File: config.mk
export PLATFORM = sky130hd
export DESIGN_NAME = wirq_ctrl
export DESIGN_NICKNAME = d
export VERILOG_FILES = /design/src/rtl/wirq_pkg.sv /design/src/rtl/wirq_edge_sync.sv /design/src/rtl/wirq_mask_reg.sv /design/src/rtl/wirq_pending.sv /design/src/rtl/wirq_ctrl.sv
export SDC_FILE = /design/constraint.sdc
export NUM_CORES = 1
export LEC_CHECK = 0
export ABC_AREA = 1
export BUFFER_PORTS_ARGS = -buffer_cell sky130_fd_sc_hd__buf_2
export CELL_PAD_IN_SITES_DETAIL_PLACEMENT = 1
export CELL_PAD_IN_SITES_GLOBAL_PLACEMENT = 1
export CORE_MARGIN = 4
export CORE_UTILIZATION = 30
export CTS_CLUSTER_SIZE = 10
export DETAILED_ROUTE_END_ITERATION = 8
export GPL_TIMING_DRIVEN = 0
export PLACE_DENSITY_LB_ADDON = 0.1
export SYNTH_ARGS = -nofsm -noshare
export SYNTH_HDL_FRONTEND = slang
export SYNTH_SLANG_ARGS = --single-unit
export TNS_END_PERCENT = 5
File: constraint.sdc
create_clock -name clk -period 0.8 [get_ports clk]
set_clock_uncertainty 0.2 [all_clocks]
set_input_delay 0.04 -clock clk [delete_from_list [all_inputs] [get_ports clk]]
set_output_delay 0.04 -clock clk [all_outputs]
set_load 0.02 [all_outputs]
File: src/rtl/wirq_pkg.sv
// Package: register address map shared by the controller and its bench.
// Assumes a 2-bit register address.
package wirq_pkg;
    typedef enum logic [1:0] {
        ADDR_MSET = 2'd0,
        ADDR_MCLR = 2'd1,
        ADDR_STAT = 2'd2,
        ADDR_RSVD = 2'd3
    } wirq_addr_e;
endpackage

File: src/rtl/wirq_edge_sync.sv
// Synchronizes each asynchronous wait input through STAGES flops and emits
// a one-cycle pulse when the synchronized level goes from 0 to 1.
// Assumes STAGES >= 2 and that inputs stay stable for longer than a cycle.
module wirq_edge_sync #(
    parameter int WIDTH  = 4,
    parameter int STAGES = 2
) (
    input  logic             clk,
    input  logic             rst_n,
    input  logic [WIDTH-1:0] async_in,
    output logic [WIDTH-1:0] rise
);
    genvar gi;
    generate
        for (gi = 0; gi < WIDTH; gi++) begin : g_bit
            logic [STAGES-1:0] chain_q;
            logic              prev_q;

            // Shift the input through the synchronizer chain.
            always_ff @(posedge clk) begin
                if (!rst_n) chain_q <= '0;
                else        chain_q <= {chain_q[STAGES-2:0], async_in[gi]};
            end

            // Remember the previous synchronized level for edge detection.
            always_ff @(posedge clk) begin
                if (!rst_n) prev_q <= 1'b0;
                else        prev_q <= chain_q[STAGES-1];
            end

            // A rise is a 1 now that was a 0 one cycle ago.
            always_comb rise[gi] = chain_q[STAGES-1] & ~prev_q;
        end
    endgenerate
endmodule

File: src/rtl/wirq_mask_reg.sv
// Enable mask updated only by set and clear vectors. A clear takes
// precedence over a set on the same bit in the same cycle.
// Assumes set_vec and clr_vec are already qualified by the write decode.
module wirq_mask_reg #(
    parameter int WIDTH = 5
) (
    input  logic             clk,
    input  logic             rst_n,
    input  logic [WIDTH-1:0] set_vec,
    input  logic [WIDTH-1:0] clr_vec,
    output logic [WIDTH-1:0] mask
);
    // Apply the sets first and then the clears, so that a clear wins.
    always_ff @(posedge clk) begin
        if (!rst_n) mask <= '0;
        else        mask <= (mask | set_vec) & ~clr_vec;
    end
endmodule

File: src/rtl/wirq_pending.sv
// Raw pending flags: an event sets its flag and a write-one clears it.
// An event arriving in the same cycle as a clear keeps the flag set.
// Assumes each event is a single-cycle pulse.
module wirq_pending #(
    parameter int WIDTH = 5
) (
    input  logic             clk,
    input  logic             rst_n,
    input  logic [WIDTH-1:0] event_vec,
    input  logic [WIDTH-1:0] clr_vec,
    output logic [WIDTH-1:0] pend
);
    // Clear first, then merge new events, so no event is lost.
    always_ff @(posedge clk) begin
        if (!rst_n) pend <= '0;
        else        pend <= (pend & ~clr_vec) | event_vec;
    end
endmodule

File: src/rtl/wirq_ctrl.sv
// Top level of the wait-edge and timeout interrupt controller.
// Decodes register writes into mask set/clear and pending clear vectors,
// muxes read data, and combines pending and enabled sources into irq.
// Assumes tmo_pulse is synchronous to clk and wait_in is asynchronous.
module wirq_ctrl
    import wirq_pkg::*;
#(
    parameter int NUM_WAIT    = 4,
    parameter int SYNC_STAGES = 2
) (
    input  logic              clk,
    input  logic              rst_n,
    input  logic [NUM_WAIT-1:0] wait_in,
    input  logic              tmo_pulse,
    input  logic              reg_wr,
    input  logic [1:0]        reg_addr,
    input  logic [NUM_WAIT:0] reg_wdata,
    output logic [NUM_WAIT:0] reg_rdata,
    output logic              irq
);
    localparam int SRC_W = NUM_WAIT + 1;

    logic [NUM_WAIT-1:0] wait_rise;
    logic [SRC_W-1:0]    event_vec;
    logic [SRC_W-1:0]    mset_vec;
    logic [SRC_W-1:0]    mclr_vec;
    logic [SRC_W-1:0]    pclr_vec;
    logic [SRC_W-1:0]    mask_q;
    logic [SRC_W-1:0]    pend_q;

    wirq_edge_sync #(
        .WIDTH  (NUM_WAIT),
        .STAGES (SYNC_STAGES)
    ) u_sync (
        .clk      (clk),
        .rst_n    (rst_n),
        .async_in (wait_in),
        .rise     (wait_rise)
    );

    // Put the timeout above the wait sources in the event vector.
    always_comb event_vec = {tmo_pulse, wait_rise};

    // Turn a write strobe into one-hot register write vectors.
    always_comb begin
        mset_vec = '0;
        mclr_vec = '0;
        pclr_vec = '0;
        if (reg_wr) begin
            unique case (wirq_addr_e'(reg_addr))
                ADDR_MSET: mset_vec = reg_wdata;
                ADDR_MCLR: mclr_vec = reg_wdata;
                ADDR_STAT: pclr_vec = reg_wdata;
                default:   ;
            endcase
        end
    end

    wirq_mask_reg #(.WIDTH(SRC_W)) u_mask (
        .clk     (clk),
        .rst_n   (rst_n),
        .set_vec (mset_vec),
        .clr_vec (mclr_vec),
        .mask    (mask_q)
    );

    wirq_pending #(.WIDTH(SRC_W)) u_pend (
        .clk       (clk),
        .rst_n     (rst_n),
        .event_vec (event_vec),
        .clr_vec   (pclr_vec),
        .pend      (pend_q)
    );

    // Select read data by address; the unused address reads zero.
    always_comb begin
        unique case (wirq_addr_e'(reg_addr))
            ADDR_MSET, ADDR_MCLR: reg_rdata = mask_q;
            ADDR_STAT:            reg_rdata = pend_q;
            default:              reg_rdata = '0;
        endcase
    end

    // Raise irq for any source that is both pending and enabled.
    always_comb irq = |(pend_q & mask_q);
endmodule

==> flow_summary_export.csv, run 1 <==
group,metric,value,unit
outcome,outcome,"finished with violations",
outcome,violations,"hold timing, setup timing",
timing,rsz0062_at_grt,"true",
drt,drtIter0Drc,27,
clock_tree,cts_tree,"done",
synth,synthCells,112,
drt,drc,0,
pwr,comb_power_share,13.1,%
critical_path,slowest_stage,"dfxtp_2",
die,die_area,3740,µm²
drt,avgViaCountPerCell,4.46,
placed_design,placed_cell_area,988,µm²
critical_path,critical-path-max-stage-delay,0.35,ns
synth,synth_top_area_cell,"dfxtp_1",
critical_path,start_kind,"flop",
placed_design,dpl.hpwl,1420,µm
synth,synth_common_cells,"38 x nand2_1, 22 x dfxtp_1, 20 x inv_1, 7 x nor2_1, 6 x a21oi_1",
pwr,power_frac_clock,24.9,%
timing,fmax,748,MHz
die,start_util,31.0,%
critical_path,critPathRequiredTime,0.56,ns
synth,ys_seq_area_share,51.9,%
placed_design,io_buffer_count,20,
critical_path,path_buf_inv,1,
clock_tree,ctsRootBufferMaster,"clkbuf_4",
drt,routed-wl-met3,109,µm
grt,antenna_found_initial,0,
timing,finalHoldViolations,22,
clock_tree,clkTransAtPathRegs,0.11,ns
drt,wl_met2,912,µm
clock_tree,hold_buffers,5,
synth,syn_avg_cell_area,7.57,µm²
clock_tree,numCtsBuffers,3,
pwr,leakage,0.619,nW
pwr,vdd_ir_drop_max,0.824,mV
clock_tree,post_cts_buffers,0,
synth,synthDistinctLibCells,12,
timing,setup_ws,-0.537,ns
pwr,power_density,1680,nW/µm²
pwr,p_seq_share,62.0,%
synth,syn-num-nets,127,
drt,ant_nets,0,
synth,synthFlopType,"dfxtp_1",
critical_path,path_class,"reg -> out",
critical_path,crit_arrival,1.10,ns
clock_tree,cts_sinks,22,
placed_design,place_congestion,0.693,
grt,grt_overflow,0,
run,drv_cap,0,
drt,wl_per_cell,11.3,µm
timing,holdWs,-0.185,ns
grt,track_usage,12.3,%
die,core_region_area,2730,µm²
drt,routed-via-count,763,
grt,grt_pass1_wl,3390,µm
timing,period_needed,1.34,ns
timing,setup_viol,7,
synth,ys_warn_count,0,
grt,grt_pass1_vias,770,
die,num_rows,19,
pwr,p_switching,0.000463,W
drt,routed_wl,1930,µm
pwr,internal_power,0.00143,W
synth,synth_edf_count,0,
synth,synthTopCellsByArea,"dfxtp_1 52%, nand2_1 17%, inv_1 8.8%",
timing,post-route-period-util,167,%
drt,highest_layer,"met4",
critical_path,path_cells,"nand2_2 -> nand3_2 -> nand3b_1 -> buf_6",
final_layout,drive_gt1_share,36.4,%
worst_hold_path,hold_path.class,"in -> reg",
final_layout,syn_to_final_growth,32.9,%
final_layout,antenna_cells,0,
clock_tree,clockBufferDepth,2,
synth,synth_area,848,µm²
final_layout,final_core_utilization,41.2,%
synth,async_reset_ff_share,0,%
timing,relSlewSlack,74.8,%
critical_path,cp_max_fo,3,
timing,fin_tns_setup,-2.84,ns
timing,worst_pin_slew,0.376,ns
clock_tree,worstSkewPairLatency,0.29,ns
synth,synth.top_cell.area_share,51.9,%
critical_path,end_kind,"output pin",
die,die_w,61.2,µm
synth,synth-seq-cells,22,
drt,drt_first_pass_iters,3,
final_layout,nets,157,
timing,maxSlewViolCount,0,
synth,synth_most_common_cell,"nand2_1",
drt,met1_length,886,µm
clock_tree,htree_levels,1,
final_layout,design_area,1130,µm²
pwr,p_sw_share,24.4,%
critical_path,crit_family,"flip-flops",
die,ioPinCount,21,
die,die_y,61.2,µm
grt,grt_max_degree,12,
[power by group through the flow]
stage | Combinational [W] | Sequential, W | Clock, W
final | 0.000248 | 0.00118 | 0.000473
after global routing | 0.000285 | 0.00118 | 0.000565
after CTS | 0.000245 | 0.00117 | 0.000528
after detailed placement | 0.000214 | 0.00119 | 0
after global placement | 0.000208 | 0.00119 | 0
after floorplan | 0.000130 | 0.00119 | 0
[worst min-delay path, cell delays in order]
cell and delay (ns):
buf_2 0.13, nand2_1 0.08, inv_1 0.05
[registers in the layout (all words and copies together), names as in the netlist]
| register | flops |
|---|---|
| u_sync.g_bit.chain_q | 8 |
| u_mask.mask | 5 |
| u_sync.g_bit.prev_q | 4 |
| u_pend.pend | 5 |
[layer usage]
metal,vias up,global-route usage [%]
li1,397,-
met1,348,16.3
met2,16,19.8
met3,2,1.89
met4,0,5.57
met5,-,0
[final timing paths]
path	cells after the start	from	end	slack, ns
max	4	u_mask.mask[2]$_SDFF_PN0_	irq	-0.54
min	3	rst_n	u_sync.g_bit[0].prev_q$_SDFF_PN0_	-0.19
max reg2reg	2	u_pend.pend[4]$_SDFF_PN0_	u_pend.pend[4]$_SDFF_PN0_	0
min reg2reg	1	u_sync.g_bit[3].prev_q$_SDFF_PN0_	u_pend.pend[3]$_SDFF_PN0_	0.21
[per-stage QoR]
step,worst slack [ns],cells,hold slack (ns),total power [W]
finish,-0.537,171,-0.185,0.00190
global route,-0.605,171,-0.167,0.00203
CTS,-0.563,171,-0.205,0.00195
detailed placement,-0.291,163,0.0274,0.00141
global placement,-0.238,163,0.0184,0.00140
floorplan,-0.115,112,-0.0665,0.00132
[area by class of cell]
type                       count  area (µm²)
buffer                         2        22.5
clock buffer                   3        22.5
fill                         336        1610
inverter                      21        78.8
multi-input combinational     67         355
sequential                    22         453
tap                           31        38.8
timing repair buffer          25         156
[cell families (layout without fill, tap and decap cells)]
family | count (synthesis) | in the layout | synth area share [%]
simple gates | 52 | 52 | 25.1
compound gates | 15 | 15 | 11.1
buf+inv | 23 | 51 | 11.9
flops | 22 | 22 | 51.9
[cell usage in the layout (no fill, tap or decap)]
cell type / n
nor2_2: 1
buf_2: 19
nand2_1: 35
clkbuf_4: 3
nand3b_1: 1
o21ai_1: 4
a21oi_1: 1
inv_1: 19
nor2_4: 1
a21oi_2: 5
nor2_1: 6
dfxtp_1: 12
inv_2: 2
a22o_1: 5
dfxtp_2: 10
nand2_2: 3
buf_6: 3
nand3_1: 1
nand3_2: 4
dlygate4sd3_1: 5
[timing repair]
action	CTS	global route
endpoints found under the hold margin	22	21
endpoints found under the setup margin	13	16
gates resized for setup	18	11
pin swaps	2	5
No activity file was read; power rests on OpenSTA's default activity.
==> run 2, diff against run 1 <==
- BUFFER_PORTS_ARGS: -buffer_cell sky130_fd_sc_hd__buf_2 -> default
- DONT_BUFFER_PORTS: default -> 1
==> run 2 against run 1 <==
Against the previous run:
- the flow still finishes with violations (hold timing, setup timing)
- via count is 8.1% lower
- first-iteration DRC count fell by 44%
- sequential cell count unchanged
- non-clock buffer count is 19 lower
- count of clock-buffer cells in the layout is 1 higher
- combinational power shrank 18%
- critical path type unchanged
- critical endpoint unchanged
- largest power group unchanged
- highest routed layer unchanged
==> flow_summary_export.csv, run 2 (synthesized netlist as in run 1, its figures left out) <==
group,metric,value,unit
die,num_rows,19,
drt,drt_first_pass_iters,3,
clock_tree,cts_tree,"done",
final_layout,largest_register,"u_sync.g_bit.chain_q",
pwr,power_frac_clock,30.7,%
outcome,violations,"hold timing, setup timing",
final_layout,largest_reg_flops,8,
critical_path,start_kind,"flop",
placed_design,dpl.hpwl,1380,µm
final_layout,syn_to_final_growth,23.9,%
die,die_w,61.2,µm
clock_tree,htree_levels,1,
timing,relSlewSlack,69.2,%
pwr,leakage,0.561,nW
grt,grt_max_degree,13,
drt,drc,0,
placed_design,place_congestion,0.733,
clock_tree,clkTransAtPathRegs,0.13,ns
run,drv_cap,0,
outcome,outcome,"finished with violations",
clock_tree,post_cts_buffers,0,
grt,grt_pass1_wl,3100,µm
timing,period_needed,1.31,ns
critical_path,critPathRequiredTime,0.56,ns
drt,avgViaCountPerCell,4.58,
final_layout,reg.largest.list,"u_sync.g_bit.chain_q (8), u_mask.mask (5), u_pend.pend (5)",
drt,routed-via-count,701,
die,die_area,3740,µm²
grt,grt_pass1_vias,707,
pwr,vdd_ir_drop_max,0.950,mV
timing,holdWs,-0.207,ns
pwr,p_sw_share,24.1,%
worst_hold_path,hold_path.class,"in -> reg",
timing,setup_ws,-0.506,ns
placed_design,post-place-ws,-0.193,ns
drt,wl_per_cell,12.8,µm
die,core_region_area,2730,µm²
timing,maxSlewViolCount,0,
final_layout,final_common_cell,"nand2_1",
pwr,p_switching,0.000481,W
timing,worst_pin_slew,0.461,ns
clock_tree,clockBufferDepth,2,
placed_design,io_buffer_count,0,
critical_path,r2r_setup_slack,-0.02,ns
timing,post-route-period-util,163,%
clock_tree,ctsRootBufferMaster,"clkbuf_4",
clock_tree,numCtsBuffers,3,
die,start_util,31.0,%
timing,setup_viol,8,
pwr,comb_power_share,10.2,%
critical_path,cp_max_fo,3,
clock_tree,hold_buffers,6,
grt,grt_overflow,0,
clock_tree,worstSkewPairLatency,0.30,ns
drt,routed_wl,1950,µm
grt,antenna_found_initial,0,
final_layout,drive_gt1_share,24.6,%
die,die_y,61.2,µm
pwr,p_seq_share,59.1,%
final_layout,final.fill_count,338,
final_layout,final_cell_mix,"36 x nand2_1, 20 x inv_1, 11 x dfxtp_2, 11 x dfxtp_1, 7 x nor2_1",
timing,finalHoldViolations,12,
final_layout,nets,138,
drt,drtIter0Drc,15,
timing,rsz0062_at_grt,"true",
drt,ant_nets,0,
pwr,internal_power,0.00151,W
critical_path,crit_arrival,1.07,ns
critical_path,path_class,"reg -> out",
critical_path,end_kind,"output pin",
clock_tree,cts_sinks,22,
timing,fmax,766,MHz
pwr,power_density,1900,nW/µm²
final_layout,antenna_cells,0,
die,ioPinCount,21,
grt,track_usage,11.7,%
-- run 2: changes by cell type in the layout (fill, tap and decap cells not counted), moves of 3 or more --
cell     change
a21oi_1      +3
a21oi_2      -3
a22o_4       +3
buf_2       -19
a22o_1       -5
-- run 2: worst paths after layout --
| check | endpoint | cells past startpoint | from |
|---|---|---|---|
| max | irq | 3 | u_pend.pend[1]$_SDFF_PN0_ |
| min | u_pend.pend[2]$_SDFF_PN0_ | 4 | reg_addr[0] |
| max reg2reg | u_mask.mask[2]$_SDFF_PN0_ | 2 | u_mask.mask[2]$_SDFF_PN0_ |
| min reg2reg | u_pend.pend[1]$_SDFF_PN0_ | 1 | u_sync.g_bit[1].prev_q$_SDFF_PN0_ |
-- run 2: power by group through the flow --
stage	sequential, W	combinational [W]	clock, W
after CTS	0.00117	0.000191	0.000653
after detailed placement	0.00119	0.000162	0
after floorplan	0.00119	0.000130	0
after global routing	0.00118	0.000232	0.000701
after global placement	0.00119	0.000157	0
final	0.00118	0.000203	0.000612
-- run 2: worst max-delay path, cell delays in order, from the launching register on --
cell	delay, ns
dfxtp_2	0.36
nand2_1	0.06
nand3_1	0.07
nand3b_1	0.28
-- run 2: stage by stage --
step | area, µm² | TNS (ns) | std cells | power (W) | util (%)
2_1_floorplan | 850 | -0.274 | 112 | 0.00132 | -
3_3_place_gp | 888 | -1.40 | 143 | 0.00135 | 32.5
3_5_place_dp | 888 | -1.40 | 143 | 0.00135 | 32.5
4_1_cts | 996 | -5.17 | 153 | 0.00201 | 36.4
5_1_grt | 1050 | -2.93 | 153 | 0.00212 | 38.4
6_report | 1050 | -2.44 | 153 | 0.00199 | 38.4
-- run 2: routing by layer --
metal | share of wire, % | global-route usage (%) | vias to the layer above
li1 | - | - | 359
met2 | 45 | 18.0 | 18
met5 | 0 | 0 | -
met1 | 47 | 15.1 | 320
met4 | 1.6 | 6.50 | 0
met3 | 6.7 | 2.73 | 4
-- run 2: what timing repair did --
item                                    in CTS  in global routing
endpoints found under the hold margin       22                 11
pin swaps                                    2                  3
endpoints found under the setup margin      10                 28
gates cloned                                 0                  0
resized for setup                           10                 19
-- run 2: area by class of cell --
| class | count | area [µm²] | share of cell area, % |
|---|---|---|---|
| inverters | 21 | 78.8 | 7.50 |
| flip-flops and latches | 22 | 454 | 43.2 |
| clock buffers | 4 | 36.3 | 3.45 |
| repair buffers | 6 | 62.6 | 5.95 |
| well taps | 31 | 38.8 | 3.69 |
| plain buffers | 2 | 22.5 | 2.14 |
| multi-input cells | 67 | 358 | 34.0 |
==> run 3, diff against run 2 <==
- PLACE_DENSITY: default -> 0.68
- PLACE_DENSITY_LB_ADDON: 0.1 -> default
==> run 3 against run 2 <==
Against the previous run:
- the run still ends with hold timing, setup timing left
- wire length increased by 0.92%
- critical path depth unchanged
- via count grew 0.14%
- final cell count rose by 0.65%
- clock power down 2%
- first-iteration DRC count rose to 2.9 times the previous value
- fmax up 0.38%
- setup slack improved by 0.0050 ns
- sequential power about the same
- worst hold slack better by 0.0072 ns
- utilization up 0.092 points
- sequential share of layout area decreased by 0.22 points
- critical endpoint unchanged
- highest routed layer unchanged
==> flow_summary_export.csv, run 3 (synthesized netlist as in run 1, its figures left out) <==
group,metric,value,unit
outcome,outcome,"finished with violations",
outcome,violations,"hold timing, setup timing",
critical_path,critPathRequiredTime,0.56,ns
drt,drt_first_pass_iters,3,
timing,setup_viol,9,
grt,grt_pass1_vias,719,
pwr,leakage,0.560,nW
critical_path,critical-path-max-stage-delay,0.35,ns
timing,rsz0062_at_grt,"true",
clock_tree,worstSkewPairLatency,0.30,ns
drt,ant_nets,0,
pwr,p_sw_share,23.8,%
clock_tree,clkTransAtPathRegs,0.12,ns
pwr,p_seq_share,59.1,%
drt,drc,0,
clock_tree,hold_buffers,6,
final_layout,antenna_cells,0,
critical_path,crit_arrival,1.06,ns
timing,finalHoldViolations,12,
placed_design,dpl.hpwl,1390,µm
timing,worst_pin_slew,0.543,ns
clock_tree,cts_tree,"done",
die,die_area,3740,µm²
die,num_rows,19,
grt,grt_max_degree,13,
die,core_region_area,2730,µm²
critical_path,path_cells,"nand2_1 -> nand3_1 -> nand3b_1",
critical_path,end_kind,"output pin",
drt,drtIter0Drc,44,
final_layout,final_common_cell,"nand2_1",
run,drv_cap,0,
final_layout,reg.largest.list,"u_sync.g_bit.chain_q (8), u_mask.mask (5), u_pend.pend (5)",
drt,avgViaCountPerCell,4.56,
critical_path,path_class,"reg -> out",
die,start_util,31.0,%
die,ioPinCount,21,
drt,routed_wl,1970,µm
placed_design,place_congestion,0.716,
pwr,power_frac_clock,30.3,%
die,die_y,61.2,µm
grt,grt_overflow,0,
final_layout,final_cell_mix,"38 x nand2_1, 20 x inv_1, 12 x dfxtp_1",
critical_path,cp_max_fo,3,
critical_path,slowest_stage,"dfxtp_2",
pwr,comb_power_share,10.6,%
grt,antenna_found_initial,0,
timing,period_needed,1.30,ns
final_layout,syn_to_final_growth,24.2,%
pwr,p_switching,0.000473,W
timing,relSlewSlack,63.6,%
placed_design,io_buffer_count,0,
timing,fmax,769,MHz
die,die_w,61.2,µm
pwr,finalPower,0.00199,W
drt,wl_per_cell,12.8,µm
final_layout,largest_reg_flops,8,
clock_tree,clockBufferDepth,2,
final_layout,final_core_utilization,38.5,%
clock_tree,htree_levels,1,
drt,routed-via-count,702,
clock_tree,cts_sinks,22,
final_layout,nets,139,
pwr,power_density,1880,nW/µm²
grt,track_usage,11.8,%
critical_path,start_kind,"flop",
pwr,vdd_ir_drop_max,1.02,mV
final_layout,largest_register,"u_sync.g_bit.chain_q",
timing,maxSlewViolCount,0,
worst_hold_path,hold_path.class,"in -> reg",
grt,grt_pass1_wl,3200,µm
timing,post-route-period-util,163,%
timing,setup_ws,-0.501,ns
clock_tree,numCtsBuffers,3,
clock_tree,ctsRootBufferMaster,"clkbuf_4",
timing,holdWs,-0.200,ns
final_layout,drive_gt1_share,24.4,%
pwr,internal_power,0.00151,W
## run 3: layout make-up
| cell class | instances | area [µm²] |
|---|---|---|
| fillers | 331 | 1680 |
| repair buffers | 7 | 70.1 |
| well taps | 31 | 38.8 |
| clock buffers | 4 | 36.3 |
| inverters | 21 | 78.8 |
| flip-flops and latches | 22 | 453 |
| multi-input cells | 67 | 354 |
| plain buffers | 2 | 22.5 |
## run 3: path summary, 6_finish.rpt
check                                                  startpoint                         to  slack (ns)  cells past startpoint
worst max-delay path                    u_pend.pend[3]$_SDFF_PN0_                        irq       -0.50                      3
worst min-delay path                                  reg_addr[0]  u_pend.pend[1]$_SDFF_PN0_       -0.20                      4
worst max register to register          u_pend.pend[2]$_SDFF_PN0_  u_pend.pend[2]$_SDFF_PN0_       -0.08                      3
worst min register to register  u_sync.g_bit[0].prev_q$_SDFF_PN0_  u_pend.pend[0]$_SDFF_PN0_        0.21                      1
## run 3: timing repair
item	4_1_cts	5_1_grt
gates resized for setup	16	11
setup endpoints to repair	14	28
endpoints found under the hold margin	22	11
setup buffers	1	0
gates cloned	0	0
pin swaps	2	2
## run 3: metrics by stage
stage               setup slack (ns)  setup TNS (ns)  instance area [µm²]  hold slack (ns)  instances
finish                        -0.501           -2.61                 1050           -0.200        154
global route                  -0.577           -3.17                 1050           -0.186        154
CTS                           -0.540           -5.33                 1020           -0.229        154
detailed placement            -0.201           -1.40                  888          -0.0574        143
global placement              -0.189           -1.02                  888          -0.0620        143
floorplan                     -0.115          -0.274                  850          -0.0665        112
## run 3: metal layers
layer  part of all wire, %  up-vias  GRT usage (%)  wire length [µm]
li1                      -      361              -                 -
met3                   7.5        2           3.14               147
met4                  0.86        0           6.50                17
met5                     0        -              0                 0
met1                    42      323           13.9               835
met2                    49       16           19.5               969
## run 3: power by group through the flow
stage	logic [W]	clock network, W	registers [W]
4_1_cts	0.000202	0.000650	0.00117
2_1_floorplan	0.000130	0	0.00119
6_report	0.000210	0.000602	0.00117
3_5_place_dp	0.000164	0	0.00119
5_1_grt	0.000239	0.000677	0.00118
3_3_place_gp	0.000156	0	0.00119
## run 3: critical path: cells and delay by family, from the launching register on
kind,cells,cell delay (ns)
DFF,1,0.35
and+or+nand+nor,3,0.40
